==> src/rtl/olp_seq_pkg.sv <==
package olp_seq_pkg;
  typedef enum logic [2:0] {
    ST_OFF   = 3'd0,
    ST_SOFT  = 3'd1,
    ST_RUN   = 3'd2,
    ST_WAIT  = 3'd3,
    ST_LATCH = 3'd4
  } seq_state_e;
endpackage

==> src/rtl/olp_delay_cnt.sv <==
module olp_delay_cnt #(
  parameter int unsigned DELAY_CYC = 500
) (
  input  logic clk_i,
  input  logic rst_ni,
  input  logic run_i,
  output logic expired_o
);
  localparam int unsigned CW = $clog2(DELAY_CYC + 1);

  logic [CW-1:0] cnt_q;

  assign expired_o = run_i && (cnt_q == CW'(DELAY_CYC - 1));

  // clears whenever the qualifying condition is absent
  always_ff @(posedge clk_i or negedge rst_ni) begin
    if (!rst_ni)                 cnt_q <= '0;
    else if (run_i && !expired_o) cnt_q <= cnt_q + 1'b1;
    else                         cnt_q <= '0;
  end

  a_r4_cnt_bound: assert property (@(posedge clk_i) disable iff (!rst_ni)
    cnt_q < CW'(DELAY_CYC));
  a_r5_cnt_restart: assert property (@(posedge clk_i) disable iff (!rst_ni)
    (run_i && !expired_o) |=> (cnt_q != '0));
endmodule

==> src/rtl/olp_err_latch.sv <==
module olp_err_latch (
  input  logic clk_i,
  input  logic rst_ni,
  input  logic set_i,
  input  logic clr_i,
  output logic err_o
);
  logic err_q;

  always_ff @(posedge clk_i or negedge rst_ni) begin
    if (!rst_ni)    err_q <= 1'b0;
    else if (set_i) err_q <= 1'b1;
    else if (clr_i) err_q <= 1'b0;
  end

  assign err_o = err_q;

  a_r4_set_wins: assert property (@(posedge clk_i) disable iff (!rst_ni)
    set_i |=> err_q);
endmodule

==> src/rtl/olp_seq_fsm.sv <==
module olp_seq_fsm
  import olp_seq_pkg::*;
(
  input  logic       clk_i,
  input  logic       rst_ni,
  input  logic       fault_i,
  input  logic       ss_done_i,
  input  logic       vcc_on_i,
  input  logic       vcc_uv_i,
  input  logic       expired_i,
  output seq_state_e state_o,
  output logic       cnt_run_o,
  output logic       set_err_o,
  output logic       clr_err_o
);
  seq_state_e state_q, state_d;

  always_comb begin
    state_d = state_q;
    unique case (state_q)
      ST_OFF:   if (vcc_on_i && !vcc_uv_i) state_d = ST_SOFT;
      ST_SOFT:  if (vcc_uv_i) state_d = ST_OFF;
                else if (ss_done_i) state_d = ST_RUN;
      ST_RUN:   if (vcc_uv_i) state_d = ST_OFF;
                else if (fault_i) state_d = ST_WAIT;
      ST_WAIT:  if (vcc_uv_i) state_d = ST_OFF;
                else if (!fault_i) state_d = ST_RUN;
                else if (expired_i) state_d = ST_LATCH;
      ST_LATCH: if (vcc_uv_i) state_d = ST_OFF;
      default:  state_d = ST_OFF;
    endcase
  end

  always_ff @(posedge clk_i or negedge rst_ni) begin
    if (!rst_ni) state_q <= ST_OFF;
    else         state_q <= state_d;
  end

  assign state_o   = state_q;
  assign cnt_run_o = (state_q == ST_WAIT) && fault_i;
  assign set_err_o = (state_q == ST_WAIT) && (state_d == ST_LATCH);
  assign clr_err_o = (state_q == ST_OFF) && (state_d == ST_SOFT);

  a_r3_soft_masked: assert property (@(posedge clk_i) disable iff (!rst_ni)
    (state_q == ST_SOFT && !ss_done_i && !vcc_uv_i) |=> (state_q == ST_SOFT));
  a_r9_latch_holds: assert property (@(posedge clk_i) disable iff (!rst_ni)
    (state_q == ST_LATCH && !vcc_uv_i) |=> (state_q == ST_LATCH));
  a_r5_drop_to_run: assert property (@(posedge clk_i) disable iff (!rst_ni)
    (state_q == ST_WAIT && !fault_i && !vcc_uv_i) |=> (state_q == ST_RUN));
endmodule

==> src/rtl/olp_fault_seq.sv <==
module olp_fault_seq
  import olp_seq_pkg::*;
#(
  parameter int unsigned DELAY_CYC = 500
) (
  input  logic clk_i,
  input  logic rst_ni,
  input  logic fb_over_i,
  input  logic ss_done_i,
  input  logic vcc_on_i,
  input  logic vcc_uv_i,
  output logic gate_en_o,
  output logic ctrl_en_o,
  output logic ss_rst_o,
  output logic err_o
);
  seq_state_e state;
  logic fault, cnt_run, expired, set_err, clr_err;

  assign fault = fb_over_i && ss_done_i;

  olp_seq_fsm u_fsm (
    .clk_i     (clk_i),
    .rst_ni    (rst_ni),
    .fault_i   (fault),
    .ss_done_i (ss_done_i),
    .vcc_on_i  (vcc_on_i),
    .vcc_uv_i  (vcc_uv_i),
    .expired_i (expired),
    .state_o   (state),
    .cnt_run_o (cnt_run),
    .set_err_o (set_err),
    .clr_err_o (clr_err)
  );

  olp_delay_cnt #(.DELAY_CYC(DELAY_CYC)) u_cnt (
    .clk_i     (clk_i),
    .rst_ni    (rst_ni),
    .run_i     (cnt_run),
    .expired_o (expired)
  );

  olp_err_latch u_err (
    .clk_i  (clk_i),
    .rst_ni (rst_ni),
    .set_i  (set_err),
    .clr_i  (clr_err),
    .err_o  (err_o)
  );

  assign gate_en_o = (state == ST_SOFT) || (state == ST_RUN) || (state == ST_WAIT);
  assign ctrl_en_o = (state != ST_OFF);
  assign ss_rst_o  = (state == ST_OFF) || (state == ST_LATCH);

  a_r6_err_blocks_gate: assert property (@(posedge clk_i) disable iff (!rst_ni)
    err_o |-> !gate_en_o);
  a_r4_err_cause: assert property (@(posedge clk_i) disable iff (!rst_ni)
    $rose(err_o) |-> $past(fb_over_i && ss_done_i));
  a_r8_clear_after_off: assert property (@(posedge clk_i) disable iff (!rst_ni)
    $fell(err_o) |-> $past(!ctrl_en_o));
  a_r2_fresh_soft: assert property (@(posedge clk_i) disable iff (!rst_ni)
    $rose(gate_en_o) |-> $past(ss_rst_o));
  a_r7_uv_shutdown: assert property (@(posedge clk_i) disable iff (!rst_ni)
    (vcc_uv_i && ctrl_en_o) |=> !ctrl_en_o);
endmodule

==> config.mk <==
export PLATFORM = sky130hd
export DESIGN_NAME = olp_fault_seq
export DESIGN_NICKNAME = d
export VERILOG_FILES = /design/src/rtl/olp_seq_pkg.sv /design/src/rtl/olp_delay_cnt.sv /design/src/rtl/olp_err_latch.sv /design/src/rtl/olp_seq_fsm.sv /design/src/rtl/olp_fault_seq.sv
export SDC_FILE = /design/constraint.sdc
export NUM_CORES = 1
export LEC_CHECK = 0
export BUFFER_PORTS_ARGS = -buffer_cell sky130_fd_sc_hd__buf_2
export CAP_MARGIN = 20
export CORE_MARGIN = 2
export CORE_UTILIZATION = 51
export CTS_BUF_LIST = sky130_fd_sc_hd__clkbuf_16
export CTS_CLUSTER_DIAMETER = 200
export DETAILED_ROUTE_END_ITERATION = 6
export PLACE_DENSITY_LB_ADDON = 0.25
export SYNTH_ARGS = -nofsm -noshare
export SYNTH_HDL_FRONTEND = slang
export SYNTH_SLANG_ARGS = --single-unit
==> constraint.sdc <==
create_clock -name clk_i -period 2 [get_ports clk_i]
set_input_delay 0.2 -clock clk_i [delete_from_list [all_inputs] [get_ports clk_i]]
set_output_delay 0.2 -clock clk_i [all_outputs]
set_load 0.05 [all_outputs]
Yosys cells after proc, flatten, opt, wreduce, memory -nomap -nowiden

Index checks and enable logic that the tools add are counted.

Register bits after elaboration: 13
Word-level logic and storage cells: 39
Output and inout port bits: 4
Input port bits: 6

Reduce and logical (&&, ||, !) cells: 15
Equality and inequality tests: 7
Multiplexer cells: 13
$add $sub $neg: 1

Operators with widths:

| kind                | number |
|---|---|
| $mux 3              | 9 |
| $pmux 3 s5          | 1 |
| $add 9x1->9 const B | 1 |
| $eq 9x9->1 const B  | 1 |
| $mux 9              | 1 |
| $logic_and 1x1->1   | 7 |
| $eq 3x1->1 const B  | 2 |
| $eq 3x2->1 const B  | 2 |
| $eq 3x3->1 const B  | 2 |
| $logic_not 3->1     | 1 |
| $logic_or 1x1->1    | 3 |
| $reduce_bool 3->1   | 1 |
| $logic_not 1->1     | 2 |
| $mux 1              | 2 |
| $reduce_bool 2->1   | 1 |

Logic depth before layout (Yosys ltp)

Depth after elaboration: 11
Depth in mapped cells: 5
Mapped depth without buffers: 4

Cells and area by module

From an unflattened synthesis, not the netlist that was laid out.

Cell total of the unflattened synthesis: 72
Area total of the unflattened synthesis: 730.7 µm²

By module, submodules not included:

| module        | cells each | area each (µm²) | times used | seq. area each (µm²) |
|---|---|---|---|---|
| olp_delay_cnt | 47         | 493.0           | 1          | 225.2 |
| olp_seq_fsm   | 18         | 175.2           | 1          | 75.1 |
| olp_err_latch | 3          | 36.3            | 1          | 25.0 |
| olp_fault_seq | 4          | 26.3            | 1          | 0.0 |

Worst setup path before layout

No wires, ideal clock.

Kind: register to output
From: register u_fsm.state_q[1] (netlist: u_fsm.state_o[1])
To: output port gate_en_o
Required time: 1800 ps
Cell stages (with the launch flop): 4
Buffers on the path: 1
Slack: 113 ps
Arrival time: 1687 ps
Cells stage by stage: dfrtp_1 clkbuf_1 nor2_1 nor2_1

Longest elaborated chain between the ends: 3
Elaborated cells on any way between the ends: 5

Ends and longest elaborated chain:

| what                                     | line                | source |
|---|---|---|
| start: declaration                       | olp_seq_fsm.sv:16   | `seq_state_e state_q, state_d;` |
| start signal: assignment                 | olp_seq_fsm.sv:36   | `else state_q <= state_d;` |
| $eq 3x1->1 or $eq 3x2->1 (tied branches) | olp_fault_seq.sv:51 | `assign gate_en_o = (state == ST_SOFT) \|\| (state == ST_RUN) \|\| (state == ST_WAIT);` |
| $logic_or 1x1->1                         | olp_fault_seq.sv:51 |  |
| $logic_or 1x1->1 *                       | olp_fault_seq.sv:51 |  |
| end: declaration                         | olp_fault_seq.sv:12 | `output logic gate_en_o,` |

Mark *: on every way between the ends. The rest lies on a longest branch, timed or not.

Worst setup path in the final report

From: register u_cnt.cnt_q[0]
To: register u_cnt.cnt_q[5]

Longest elaborated chain between the ends: 5
Elaborated cells on any way between the ends: 6

Ends and longest elaborated chain:

| what                                                | line                | source |
|---|---|---|
| start: declaration                                  | olp_delay_cnt.sv:11 | `logic [CW-1:0] cnt_q;` |
| start signal: assignment                            | olp_delay_cnt.sv:18 | `else if (run_i && !expired_o) cnt_q <= cnt_q + 1'b1;` |
| branches (longest 4 deep; another with $add 9x1->9) | -                   |  |
| $mux 9 *                                            | olp_delay_cnt.sv:18 |  |

Mark *: on every way between the ends.
A chain may end at the register's enable or synchronous reset.

==> flow_summary.toml <==
[outcome]
status = "complete, no violations"

[cells_and_area]
seq_area_um2 = 325.3
syn_to_final_growth_pct = 18.43
nFillCells = 112
final_layout_size_suffix_gt1_share_pct = 25.30
final_common_cell = "dfrtp_1"
finish.utilization_pct = 64.67
design_area_um2 = 852.1
antenna-diode-count = 0
layout_common_cells = "dfrtp_1 (13), buf_2 (9), or3_1 (6)"
multi_input_area_um2 = 366.6
num-nets-final = 91

[setup_path]
crit_arrival_ns = 1.75
crit_required_ns = 2.16
worst_setup_path_start_kind = "flop"
r2r_setup_slack_ns = 0.41
setup.worst_path.end_class = "flop"
reg2reg_depth = 4
r2r_start = "u_cnt.cnt_q[0]"
startpoint = "u_cnt.cnt_q[0]"
r2r_end = "u_cnt.cnt_q[5]"
critical_path_peak_fanout = 9
path_class = "reg -> reg"

[timing]
finalCritPeriodShare_pct = 79.49
max-slew-margin-rel_pct = 70.59
tightest_slew_ns = 0.4412
fin_worst_skew_ns = 0.003177
hold_viol = 0
hold_ws_ns = 0.1377
worst_slack_ns = 0.4102
setup_violations = 0
slew_violations = 0
fmax_mhz = 629.0
rsz0062_at_grt = "false"
post-route-min-period_ns = 1.590
tns_ns = 0

[pwr]
peakVddDrop_v = 0.0004968
power.leakage_nw = 0.3506
power_density_nw_per_um2 = 839.2

[clock_network]
post_cts_resized = 0
clockBufferDepth = 2
numCtsBuffers = 3
insertion_delay_ns = 0.24
htreeDepth = 1
path_clk_slew_ns = 0.04
cts_tree = "done"
clockRootBuffer = "clkbuf_16"
cts_sinks = 13
post-cts-setup-buffers = 0
hold_buffers = 1

[drt]
drtPass1Iterations = 4
vias = 611
drc_errors = 0
via_per_inst = 6.235
final_antenna_net_count = 0
routed_wl_um = 1401
drt_iter0_markers = 12
wl_per_cell_um = 14.30

[job]
cap_violations = 0

[grt]
antenna_found_initial = 0
grt_max_degree = 14
grt_pass1_wl_um = 2346
grt_usage_pct = 18.09
overflow = 0
first_global_vias = 569

[floorplan]
start_util_pct = 54.61
rows = 13
die_w_um = 41.56
dieArea_um2 = 1727
ios = 10
coreArea_um2 = 1318
die_h_um = 41.56

[synth]
yosys.cell_types.count = 30
netlist_instances = 72
yosys_most_used_dff = "dfrtp_1"
yosysWarnings = 0
ys_seq_elements = 13
yosysSeqAreaShare_pct = 45.22
syn_area_um2 = 719.4
synth-async-reset-ratio_pct = 100.0
synth_enable_flop_cells = 0
synth_area_per_cell_um2 = 9.992
synthesis.nets = 79

[min_path]
worstHoldStart = "vcc_uv_i"
hp-class = "in -> reg"
min_to = "u_fsm.state_o[2]"
whs_path_depth = 2

[placement]
dp_hpwl_um = 988.1
dpl_cell_area_um2 = 763.2
dp_slack_ns = 0.4052
gp_congestion = 0.7762
port_buffers = 9
-- cells in the mapped netlist (2+ instances only) --
cell,instances,area (µm²)
nor2_1,5,18.77
or3_1,6,37.54
o21ai_0,5,25.02
xnor2_1,2,17.52
nand3_1,4,20.02
a21oi_1,3,15.01
nand2_1,3,11.26
nor2b_1,2,12.51
nand4_1,3,18.77
and4_1,2,17.52
inv_1,2,7.510
nor2_2,2,12.51
a21oi_2,4,35.03
dfrtp_1,13,325.3
-- critical path, cell delays in order, from the launching register on --
cell,delay (ns)
dfrtp_1,0.40
ha_1,0.25
and4bb_4,0.23
a211o_1,0.47
a21oi_2,0.17
-- final cells by class --
| class | count | share of cell area [%] |
|---|---|---|
| multi-input cells | 54 | 43.03 |
| flip-flops and latches | 13 | 38.18 |
| clock buffers | 3 | 8.811 |
| repair buffers | 10 | 6.461 |
| well taps | 15 | 2.203 |
| inverters | 2 | 0.8811 |
| clock inverters | 1 | 0.4405 |
-- how the worst max path moves through the flow --
stage	end	slack, ns	cells after the start
4_1_cts	u_cnt.cnt_q[3]	0.40	4
3_3_place_gp	u_cnt.cnt_q[8]	0.45	4
3_5_place_dp	u_cnt.cnt_q[6]	0.41	4
6_report	u_cnt.cnt_q[5]	0.41	4
5_1_grt	u_cnt.cnt_q[6]	0.34	4
2_1_floorplan	gate_en_o	0.11	3
-- state kept, by name, indices dropped and copies added, names as in the netlist --
name           flops
u_err.err_o        1
u_fsm.state_o      3
u_cnt.cnt_q        9
-- metal layers --
layer,track usage [%],part of all wire (%),wire (µm),up-vias
met5,0,0,0,-
met4,5.806,1.5,21,0
met3,8.696,6.3,88,5
met2,30.31,49,685,16
met1,20.06,43,606,303
li1,-,-,-,287
-- power by group --
part	total (mW)	switching, mW	internal (mW)
Sequential	0.274	0.00703	0.267
Combinational	0.0709	0.0488	0.0220
Clock	0.370	0.107	0.263
-- per-stage QoR --
step | std cells | total power [mW]
finish | 98 | 0.7151
global route | 98 | 0.7499
CTS | 98 | 0.7265
detailed placement | 93 | 0.3476
global placement | 93 | 0.3469
floorplan | 72 | 0.3276
-- logic make-up (layout without fill, tap and decap cells) --
logic type / after synthesis / count (layout) / synth area share [%]
AND/OR/NAND/NOR: 32 / 32 / 28.00
AO/OA/AOI/OAI: 18 / 18 / 17.57
flip-flops: 13 / 13 / 45.22
buffers and inverters: 5 / 16 / 3.825
XOR/XNOR: 3 / 3 / 3.653
adder cells (fa/ha/maj): 1 / 1 / 1.739
Power figures use the tool's default switching activity.
